===== config.mk =====
export PLATFORM = sky130hd
export DESIGN_NAME = divreg_bank
export DESIGN_NICKNAME = d
export VERILOG_FILES = /design/src/rtl/divreg_pkg.sv /design/src/rtl/div_stage.sv /design/src/rtl/gain_ctrl.sv /design/src/rtl/rd_mux.sv /design/src/rtl/divreg_bank.sv
export SDC_FILE = /design/constraint.sdc
export NUM_CORES = 1
export LEC_CHECK = 0
export BUFFER_PORTS_ARGS = -buffer_cell sky130_fd_sc_hd__buf_2
export CAP_MARGIN = 20
export CORE_MARGIN = 4
export CORE_UTILIZATION = 44
export DETAILED_ROUTE_END_ITERATION = 12
export GPL_TIMING_DRIVEN = 0
export HOLD_SLACK_MARGIN = 0.1
export PLACE_DENSITY = 0.66
export SLEW_MARGIN = 5
export SYNTH_ARGS = -nofsm -noshare
export SYNTH_HDL_FRONTEND = slang
export SYNTH_SLANG_ARGS = --single-unit

===== constraint.sdc =====
create_clock -name clk -period 2.5 [get_ports clk]
set_input_delay 0.75 -clock clk [delete_from_list [all_inputs] [get_ports clk]]
set_output_delay 0.75 -clock clk [all_outputs]
set_load 0.005 [all_outputs]

===== src/rtl/divreg_pkg.sv =====
package divreg_pkg;

    // stored two-bit gain codes
    localparam logic [1:0] GCODE_ZERO  = 2'b00;
    localparam logic [1:0] GCODE_MINUS = 2'b01;
    localparam logic [1:0] GCODE_PLUS  = 2'b10;
    localparam logic [1:0] GCODE_RSVD  = 2'b11;

    // one-hot select values
    localparam logic [2:0] GSEL_ZERO  = 3'b001;
    localparam logic [2:0] GSEL_MINUS = 3'b010;
    localparam logic [2:0] GSEL_PLUS  = 3'b100;

    function automatic logic [2:0] gain_decode(input logic [1:0] code);
        logic [2:0] sel;
        case (code)
            GCODE_MINUS: sel = GSEL_MINUS;
            GCODE_PLUS:  sel = GSEL_PLUS;
            default:     sel = GSEL_ZERO;
        endcase
        return sel;
    endfunction

endpackage


===== src/rtl/div_stage.sv =====
module div_stage #(
    parameter int DIV_W = 13,
    parameter int HI_W  = DIV_W - 8
) (
    input  logic             clk,
    input  logic             rst_n,
    input  logic             clr,
    input  logic             wr_lo,
    input  logic             wr_hi,
    input  logic [7:0]       wdata,
    output logic [7:0]       staged_lo,
    output logic [HI_W-1:0]  staged_hi,
    output logic [DIV_W-1:0] ref_div,
    output logic             commit,
    output logic             pll_en,
    output logic             cp_en
);

    typedef struct packed {
        logic [7:0]       lo;
        logic [HI_W-1:0]  hi;
        logic             lo_seen;
        logic             hi_seen;
        logic [DIV_W-1:0] act;
        logic             upd;
        logic             pll;
        logic             cp;
    } stage_t;

    stage_t st_d, st_q;

    // bit 6 of the high byte is the lock position; nothing is stored there
    logic unused_lockbit;
    assign unused_lockbit = wdata[6];

    always_comb begin
        st_d     = st_q;
        st_d.upd = 1'b0;
        if (clr) begin
            st_d = '0;
        end else begin
            if (wr_lo) begin
                st_d.lo      = wdata;
                st_d.lo_seen = 1'b1;
            end
            if (wr_hi) begin
                st_d.hi      = wdata[HI_W-1:0];
                st_d.hi_seen = 1'b1;
                st_d.pll     = wdata[7];
                st_d.cp      = wdata[5];
            end
            if (st_d.lo_seen && st_d.hi_seen) begin
                st_d.act     = {st_d.hi, st_d.lo};
                st_d.upd     = 1'b1;
                st_d.lo_seen = 1'b0;
                st_d.hi_seen = 1'b0;
            end
        end
    end

    always_ff @(posedge clk or negedge rst_n) begin
        if (!rst_n) st_q <= '0;
        else        st_q <= st_d;
    end

    assign staged_lo = st_q.lo;
    assign staged_hi = st_q.hi;
    assign ref_div   = st_q.act;
    assign commit    = st_q.upd;
    assign pll_en    = st_q.pll;
    assign cp_en     = st_q.cp;

endmodule


===== src/rtl/gain_ctrl.sv =====
module gain_ctrl
    import divreg_pkg::*;
(
    input  logic       clk,
    input  logic       rst_n,
    input  logic       clr,
    input  logic       wr,
    input  logic [1:0] wcode,
    output logic [1:0] code,
    output logic [2:0] sel,
    output logic       err
);

    typedef struct packed {
        logic [1:0] code;
        logic [2:0] sel;
        logic       err;
    } gain_t;

    localparam gain_t GAIN_RST = '{code: GCODE_ZERO, sel: GSEL_ZERO, err: 1'b0};

    gain_t g_d, g_q;

    always_comb begin
        g_d     = g_q;
        g_d.err = 1'b0;
        if (clr) begin
            g_d = GAIN_RST;
        end else if (wr) begin
            g_d.code = wcode;
            if (wcode == GCODE_RSVD) g_d.err = 1'b1;
            else                     g_d.sel = gain_decode(wcode);
        end
    end

    always_ff @(posedge clk or negedge rst_n) begin
        if (!rst_n) g_q <= GAIN_RST;
        else        g_q <= g_d;
    end

    assign code = g_q.code;
    assign sel  = g_q.sel;
    assign err  = g_q.err;

endmodule


===== src/rtl/rd_mux.sv =====
module rd_mux #(
    parameter int              ADDR_W      = 8,
    parameter int              HI_W        = 5,
    parameter logic [ADDR_W-1:0] GAIN_ADDR = 8'h16,
    parameter logic [ADDR_W-1:0] MIRR_ADDR = 8'hE6,
    parameter logic [ADDR_W-1:0] LO_ADDR   = 8'h20,
    parameter logic [ADDR_W-1:0] HI_ADDR   = 8'h21
) (
    input  logic              clk,
    input  logic              rst_n,
    input  logic              rd,
    input  logic [ADDR_W-1:0] addr,
    input  logic [1:0]        gain_code,
    input  logic [7:0]        staged_lo,
    input  logic [HI_W-1:0]   staged_hi,
    input  logic              pll_en,
    input  logic              cp_en,
    input  logic              lock_stat,
    output logic [7:0]        rdata
);

    typedef struct packed {
        logic [7:0] data;
    } rd_t;

    rd_t r_d, r_q;
    logic [4:0] hi_ext;
    logic [7:0] sel_byte;

    always_comb begin
        hi_ext             = '0;
        hi_ext[HI_W-1:0]   = staged_hi;
        if (addr == GAIN_ADDR || addr == MIRR_ADDR)
            sel_byte = {gain_code, 6'b0};
        else if (addr == LO_ADDR)
            sel_byte = staged_lo;
        else if (addr == HI_ADDR)
            sel_byte = {pll_en, lock_stat, cp_en, hi_ext};
        else
            sel_byte = 8'h00;
        r_d.data = rd ? sel_byte : 8'h00;
    end

    always_ff @(posedge clk or negedge rst_n) begin
        if (!rst_n) r_q <= '0;
        else        r_q <= r_d;
    end

    assign rdata = r_q.data;

endmodule


===== src/rtl/divreg_bank.sv =====
module divreg_bank #(
    parameter int                DIV_W     = 13,
    parameter int                ADDR_W    = 8,
    parameter logic [ADDR_W-1:0] GAIN_ADDR = 8'h16,
    parameter logic [ADDR_W-1:0] MIRR_ADDR = 8'hE6,
    parameter logic [ADDR_W-1:0] LO_ADDR   = 8'h20,
    parameter logic [ADDR_W-1:0] HI_ADDR   = 8'h21
) (
    input  logic              clk,
    input  logic              rst_n,
    input  logic              gen_reset,
    input  logic [ADDR_W-1:0] bus_addr,
    input  logic [7:0]        bus_wdata,
    input  logic              bus_wr,
    input  logic              bus_rd,
    output logic [7:0]        bus_rdata,
    input  logic              lock_stat,
    output logic              pll_en,
    output logic              cp_en,
    output logic [DIV_W-1:0]  ref_div,
    output logic              div_commit,
    output logic [2:0]        gain_sel,
    output logic              gain_err
);

    localparam int HI_W = DIV_W - 8;

    logic            wr_gain, wr_lo, wr_hi;
    logic [7:0]      staged_lo;
    logic [HI_W-1:0] staged_hi;
    logic [1:0]      gain_code;

    // the mirror address is read-only, so it never decodes a write
    assign wr_gain = bus_wr && (bus_addr == GAIN_ADDR);
    assign wr_lo   = bus_wr && (bus_addr == LO_ADDR);
    assign wr_hi   = bus_wr && (bus_addr == HI_ADDR);

    div_stage #(.DIV_W(DIV_W), .HI_W(HI_W)) u_div (
        .clk       (clk),
        .rst_n     (rst_n),
        .clr       (gen_reset),
        .wr_lo     (wr_lo),
        .wr_hi     (wr_hi),
        .wdata     (bus_wdata),
        .staged_lo (staged_lo),
        .staged_hi (staged_hi),
        .ref_div   (ref_div),
        .commit    (div_commit),
        .pll_en    (pll_en),
        .cp_en     (cp_en)
    );

    gain_ctrl u_gain (
        .clk   (clk),
        .rst_n (rst_n),
        .clr   (gen_reset),
        .wr    (wr_gain),
        .wcode (bus_wdata[7:6]),
        .code  (gain_code),
        .sel   (gain_sel),
        .err   (gain_err)
    );

    rd_mux #(
        .ADDR_W    (ADDR_W),
        .HI_W      (HI_W),
        .GAIN_ADDR (GAIN_ADDR),
        .MIRR_ADDR (MIRR_ADDR),
        .LO_ADDR   (LO_ADDR),
        .HI_ADDR   (HI_ADDR)
    ) u_rd (
        .clk       (clk),
        .rst_n     (rst_n),
        .rd        (bus_rd),
        .addr      (bus_addr),
        .gain_code (gain_code),
        .staged_lo (staged_lo),
        .staged_hi (staged_hi),
        .pll_en    (pll_en),
        .cp_en     (cp_en),
        .lock_stat (lock_stat),
        .rdata     (bus_rdata)
    );

endmodule


# --- Word level (Yosys, flattened, before mapping) ---
# Index checks and enable logic that the tools add are counted.
op_classes:
  eq_ne: 8
  n_mux: 18
  reduce_logical: 9
ops:
  columns: ["op", "n"]
  rows:
  - ["two-way mux 8 bit", 5]
  - ["two-way mux 31 bit", 1]
  - ["equality test 8 x 6 -> 1 bit, second input constant", 2]
  - ["two-way mux 16 bit", 1]
  - ["two-way mux 6 bit", 2]
  - ["equality test 8 x 5 -> 1 bit, second input constant", 1]
  - ["equality test 8 bit, second input constant", 1]
  - ["one-hot mux 3 bit (2 select lines)", 1]
  - ["nonzero test 2 bit", 3]
  - ["two-way mux 1 bit", 5]
  - ["two-way mux 5 bit", 1]
  - ["equality test 2 bit, second input constant", 2]
  - ["logical AND 1 bit", 4]
  - ["two-way mux 3 bit", 1]
  - ["equality test 2 x 1 -> 1 bit, second input constant", 1]
  - ["two-way mux 2 bit", 1]
  - ["inequality test 2 bit, second input constant", 1]
  - ["AND reduction 2 bit", 1]
  - ["logical OR 1 bit", 1]
word_totals:
  ff_bits: 45
  output_inout_bits: 28

# --- Depth between registers and ports, before layout ---
logic_depth:
  depth_word: 7
  depth_mapped: 5
  ltp_nobuf: 4

# --- Hierarchy ---
# A second synthesis with hierarchy kept.
unflattened:
  hier_cells: 198
  area_unflattened_um2: 2254.7
by_module_without_submodules:
  columns: ["module", "n_inst", "cells_each", "area_each_um2", "seq_area_each_um2"]
  rows:
  - ["div_stage", 1, 128, 1490.2, 775.7]
  - ["rd_mux", 1, 35, 405.4, 200.2]
  - ["gain_ctrl", 1, 28, 307.8, 151.4]
  - ["divreg_bank", 1, 7, 51.3, 0.0]

# --- Worst setup path after synthesis ---
# OpenSTA, ideal clock, no wires.
synth_timing:
  path_kind: "input-to-reg"
  start: "in bus_addr[4]"
  end: "reg u_div.st_q, in the netlist u_div.ref_div[12]"
  setup_ns: 0.138
  arrival_time_ns: 1.884
  required_ns: 2.362
  path_slack_ns: 0.478
  stages: 5
  n_path_buf: 2
  cell_sequence: "or4b_1 buf_2 buf_8 o31ai_4 a311oi_1"
synth_via:
  elab_chain_cells: 6
  elab_cells_between_ends: 13
  classes_between: "eq/ne: 2; mux: 7; reduce/logical: 4"
synth_rtl:
  columns: ["element", "line", "text"]
  rows:
  - ["start, declared", "divreg_bank.sv:12", "input logic [ADDR_W-1:0] bus_addr,"]
  - ["equality test 8 x 6 -> 1 bit (on tied branches)", "divreg_bank.sv:35, divreg_bank.sv:36", null]
  - ["logical AND 1 bit (on tied branches)", "divreg_bank.sv:35, divreg_bank.sv:36", null]
  - ["two-way mux 1 bit (on tied branches)", "div_stage.sv:42, div_stage.sv:46", null]
  - ["two-way mux 1 bit", "div_stage.sv:39", "if (clr) begin"]
  - ["logical AND 1 bit", "div_stage.sv:52", "if (st_d.lo_seen && st_d.hi_seen) begin"]
  - ["nonzero test 2 bit (no source line)", null, null]
  - ["end signal, assigned", "div_stage.sv:63", "else st_q <= st_d;"]
  - ["end, declared", "div_stage.sv:30", "stage_t st_d, st_q;"]
# Parallel ways exist; a longest one is shown, timed or not. The select of a mux whose other input is x is not followed.
# A chain may end at the register's enable or synchronous reset.

# --- Worst setup path in the final report ---
layout_timing:
  start: "in bus_addr[1]"
  end: "reg u_div.st_q, in the netlist u_div.ref_div[11]"
# The elaborated chain is that of the path after synthesis.

==> flow_metrics.env <==
export IMPL_status="complete, no violations"
export IMPL_setup_tns_ns=0
export IMPL_track_usage_pct=18.27
export IMPL_syn_area_um2=2540
export IMPL_pwr_share_clk_pct=35.6
export IMPL_seq_area_frac_synth_pct=44.38
export IMPL_routedWlPerCell_um=17.78
export IMPL_synthToLayoutAreaGrowth_pct=17.98
export IMPL_dr_total_vias=2089
export IMPL_drc_errors=0
export IMPL_grt_pass1_vias=2113
export IMPL_p_comb_share_pct=9.5
export IMPL_skew_ns=0.004365
export IMPL_io_buffers=49
export IMPL_rows=27
export IMPL_drive_above_1_share_pct=34.15
export IMPL_multiInputGateArea_um2=1195
export IMPL_grt_max_degree=46
export IMPL_synth_nets=251
export IMPL_hold_class="in -> async"
export IMPL_synth_area_leaders="dfrtp_1, o31ai_4, a311oi_1"
export IMPL_synth_top_area_share_pct=43.35
export IMPL_yosysTopAreaCell="dfrtp_1"
export IMPL_design_area_um2=2997
export IMPL_switching_power_uw=337.0
export IMPL_cts_inserted_buffers=5
export IMPL_nets=308
export IMPL_antenna_found_initial=0
export IMPL_crit_path_end_kind="flip-flop"
export IMPL_vias_per_cell=5.868
export IMPL_seq_power_share_pct=54.8
export IMPL_fill_cells=521
export IMPL_cts_root_buf="clkbuf_8"
export IMPL_rsz0062_at_grt="false"
export IMPL_seqCellArea_um2=1127
export IMPL_switching_share_pct=25.37
export IMPL_synth_cell_type_count=36
export IMPL_boundaryPins=50
export IMPL_period_minus_slack_ns=2.052
export IMPL_drt_total_wl_um=6330
export IMPL_finalSetupViolations=0
export IMPL_start_kind="input pin"
export IMPL_cap_viol_max_count=0
export IMPL_postCtsSetupBuffers=0
export IMPL_core_um2=5540
export IMPL_slew_headroom_pct=47.40
export IMPL_clk_latency_ns=0.29
export IMPL_drtIter0Drc=136
export IMPL_diodes=0
export IMPL_p_int_uw=991.1
export IMPL_cts_sinks=45
export IMPL_grt_pass1_wl_um=10370
export IMPL_hpwlAfterDp_um=4565
export IMPL_finalCritPeriodShare_pct=82.06
export IMPL_mostFrequentLayoutCells="buf_2, dfrtp_1, nand4_1, a21oi_1, a31oi_1"
export IMPL_required_ns=2.69
export IMPL_max_freq_ghz=0.4874
export IMPL_die_h_um=83.98
export IMPL_syn_area_per_cell_um2=11.24
export IMPL_dr_pass1_iters=4
export IMPL_crit_fanout=10
export IMPL_hold_buffers=0
export IMPL_fp_dieW_um=83.98
export IMPL_clkTransAtPathRegs_ns=0.08
export IMPL_htree_levels=2
export IMPL_cts_tree="done"
export IMPL_start_util_pct=45.84
export IMPL_overflow=0
export IMPL_design_die_area_um2=7052
export IMPL_worstSetupPathType="in -> reg"
export IMPL_ant_nets=0
export IMPL_vdd_drop_max_v=0.0002524
export IMPL_ys_ff_latch=45
export IMPL_hold_viol_final=0
export IMPL_clockBufferDepth=2
export IMPL_leakage_uw=0.001407
export IMPL_yosys_warnings=0
export IMPL_post_route_util_pct=54.09
export IMPL_dpl_cell_area_um2=2875
export IMPL_power_per_cell_area_nw_per_um2=443.2
export IMPL_place_congestion=0.8789
export IMPL_worstPathArrival_ns=2.24
export IMPL_finalPower_uw=1328
export IMPL_slew_violations=0
export IMPL_syn_inst=226
export IMPL_tightestPinTransition_ns=0.7780
export IMPL_post_cts_resized=0
export IMPL_layout_commonest_cell="buf_2"
==> through the flow <==
stage               std cells  hold slack, ns  setup slack (ns)
floorplan                 226          0.4544            0.4779
global placement          347          0.5022            0.1813
detailed placement        347          0.5138            0.1708
CTS                       355          0.5274            0.4818
global route              356          0.4784            0.3572
finish                    356          0.4357            0.4485
==> path summary, 6_finish.rpt <==
path / slack, ns / to / start / cells after the start
min: 0.44 / u_rd.rdata[0] / rst_n / 1
min in group clk: 0.52 / u_gain.sel[0] / u_gain.sel[0] / 2
max reg2reg: 0.76 / u_div.ref_div[11] / u_div.st_q[16] / 4
min reg2reg: 0.52 / u_gain.sel[0] / u_gain.sel[0] / 2
max in group asynchronous: 1.49 / u_gain.sel[0] / rst_n / 2
max: 0.45 / u_div.ref_div[11] / bus_addr[1] / 5
==> Yosys cell counts <==
library cell	n
dfrtp_1	44
a21oi_1	17
nand4_1	17
a31oi_1	15
a21o_1	13
a311oi_1	13
buf_4	13
buf_2	9
mux2i_1	9
o31ai_1	9
clkbuf_1	8
nor2_1	8
o31ai_4	8
nand2b_1	4
nand3_1	4
ha_1	3
inv_1	3
mux2_2	3
nor3b_1	3
or4b_1	3
a21boi_0	2
nor2b_1	2
nor4b_4	2
o211ai_1	2
a32o_1	1
and4b_1	1
buf_1	1
buf_6	1
buf_8	1
clkinv_1	1
dfstp_2	1
nand4bb_1	1
nor3_2	1
nor4_4	1
nor4b_1	1
nor4bb_1	1
==> metal layers <==
| metal | vias to the layer above | global-route usage, % | wire length (um) |
|---|---|---|---|
| met2 | 74 | 30.80 | 3024 |
| met5 | - | 0 | 0 |
| met3 | 11 | 3.653 | 414 |
| met1 | 1017 | 23.96 | 2779 |
| li1 | 987 | - | - |
| met4 | 0 | 4.678 | 111 |
==> flip-flops by register name, indices dropped and copies added, names as in the netlist <==
signal	cells
u_rd.rdata	8
u_gain.err	1
u_gain.code	2
u_div.commit	1
u_gain.sel	3
u_div.st_q	2
u_div.staged_lo	8
u_div.ref_div	13
u_div.staged_hi	5
u_div.cp_en	1
u_div.pll_en	1
==> kinds of logic (layout without fill, tap and decap cells) <==
logic type | Yosys count | after routing | share of synthesized area (%)
buffers and inverters | 37 | 95 | 8.571
AND/OR/NAND/NOR | 49 | 49 | 14.38
multiplexers | 12 | 12 | 4.877
adder cells (fa/ha/maj) | 3 | 3 | 1.478
AO/OA/AOI/OAI | 80 | 80 | 26.30
flip-flops | 45 | 45 | 44.38
==> area by class of cell <==
class	instances	area share (%)
sequential	45	37.62
clock buffer	7	2.881
multi-input combinational	144	39.87
inverter	4	0.5010
tap	72	3.006
buffer	33	6.764
clock inverter	1	0.2505
timing repair buffer	50	9.102
==> power groups by stage <==
stage	clock network [uW]	logic, uW	registers, uW
final	473	127	728
after global routing	510	139	728
after CTS	479	122	728
after detailed placement	0	122	743
after global placement	0	121	743
after floorplan	0	58.8	743
==> critical path: stages <==
cell and delay (ns):
buf_2 0.14, nor4b_4 0.40, clkbuf_1 0.48, a31oi_1 0.17, a311oi_1 0.30
Note: power is estimated with default switching activity, not from simulation.
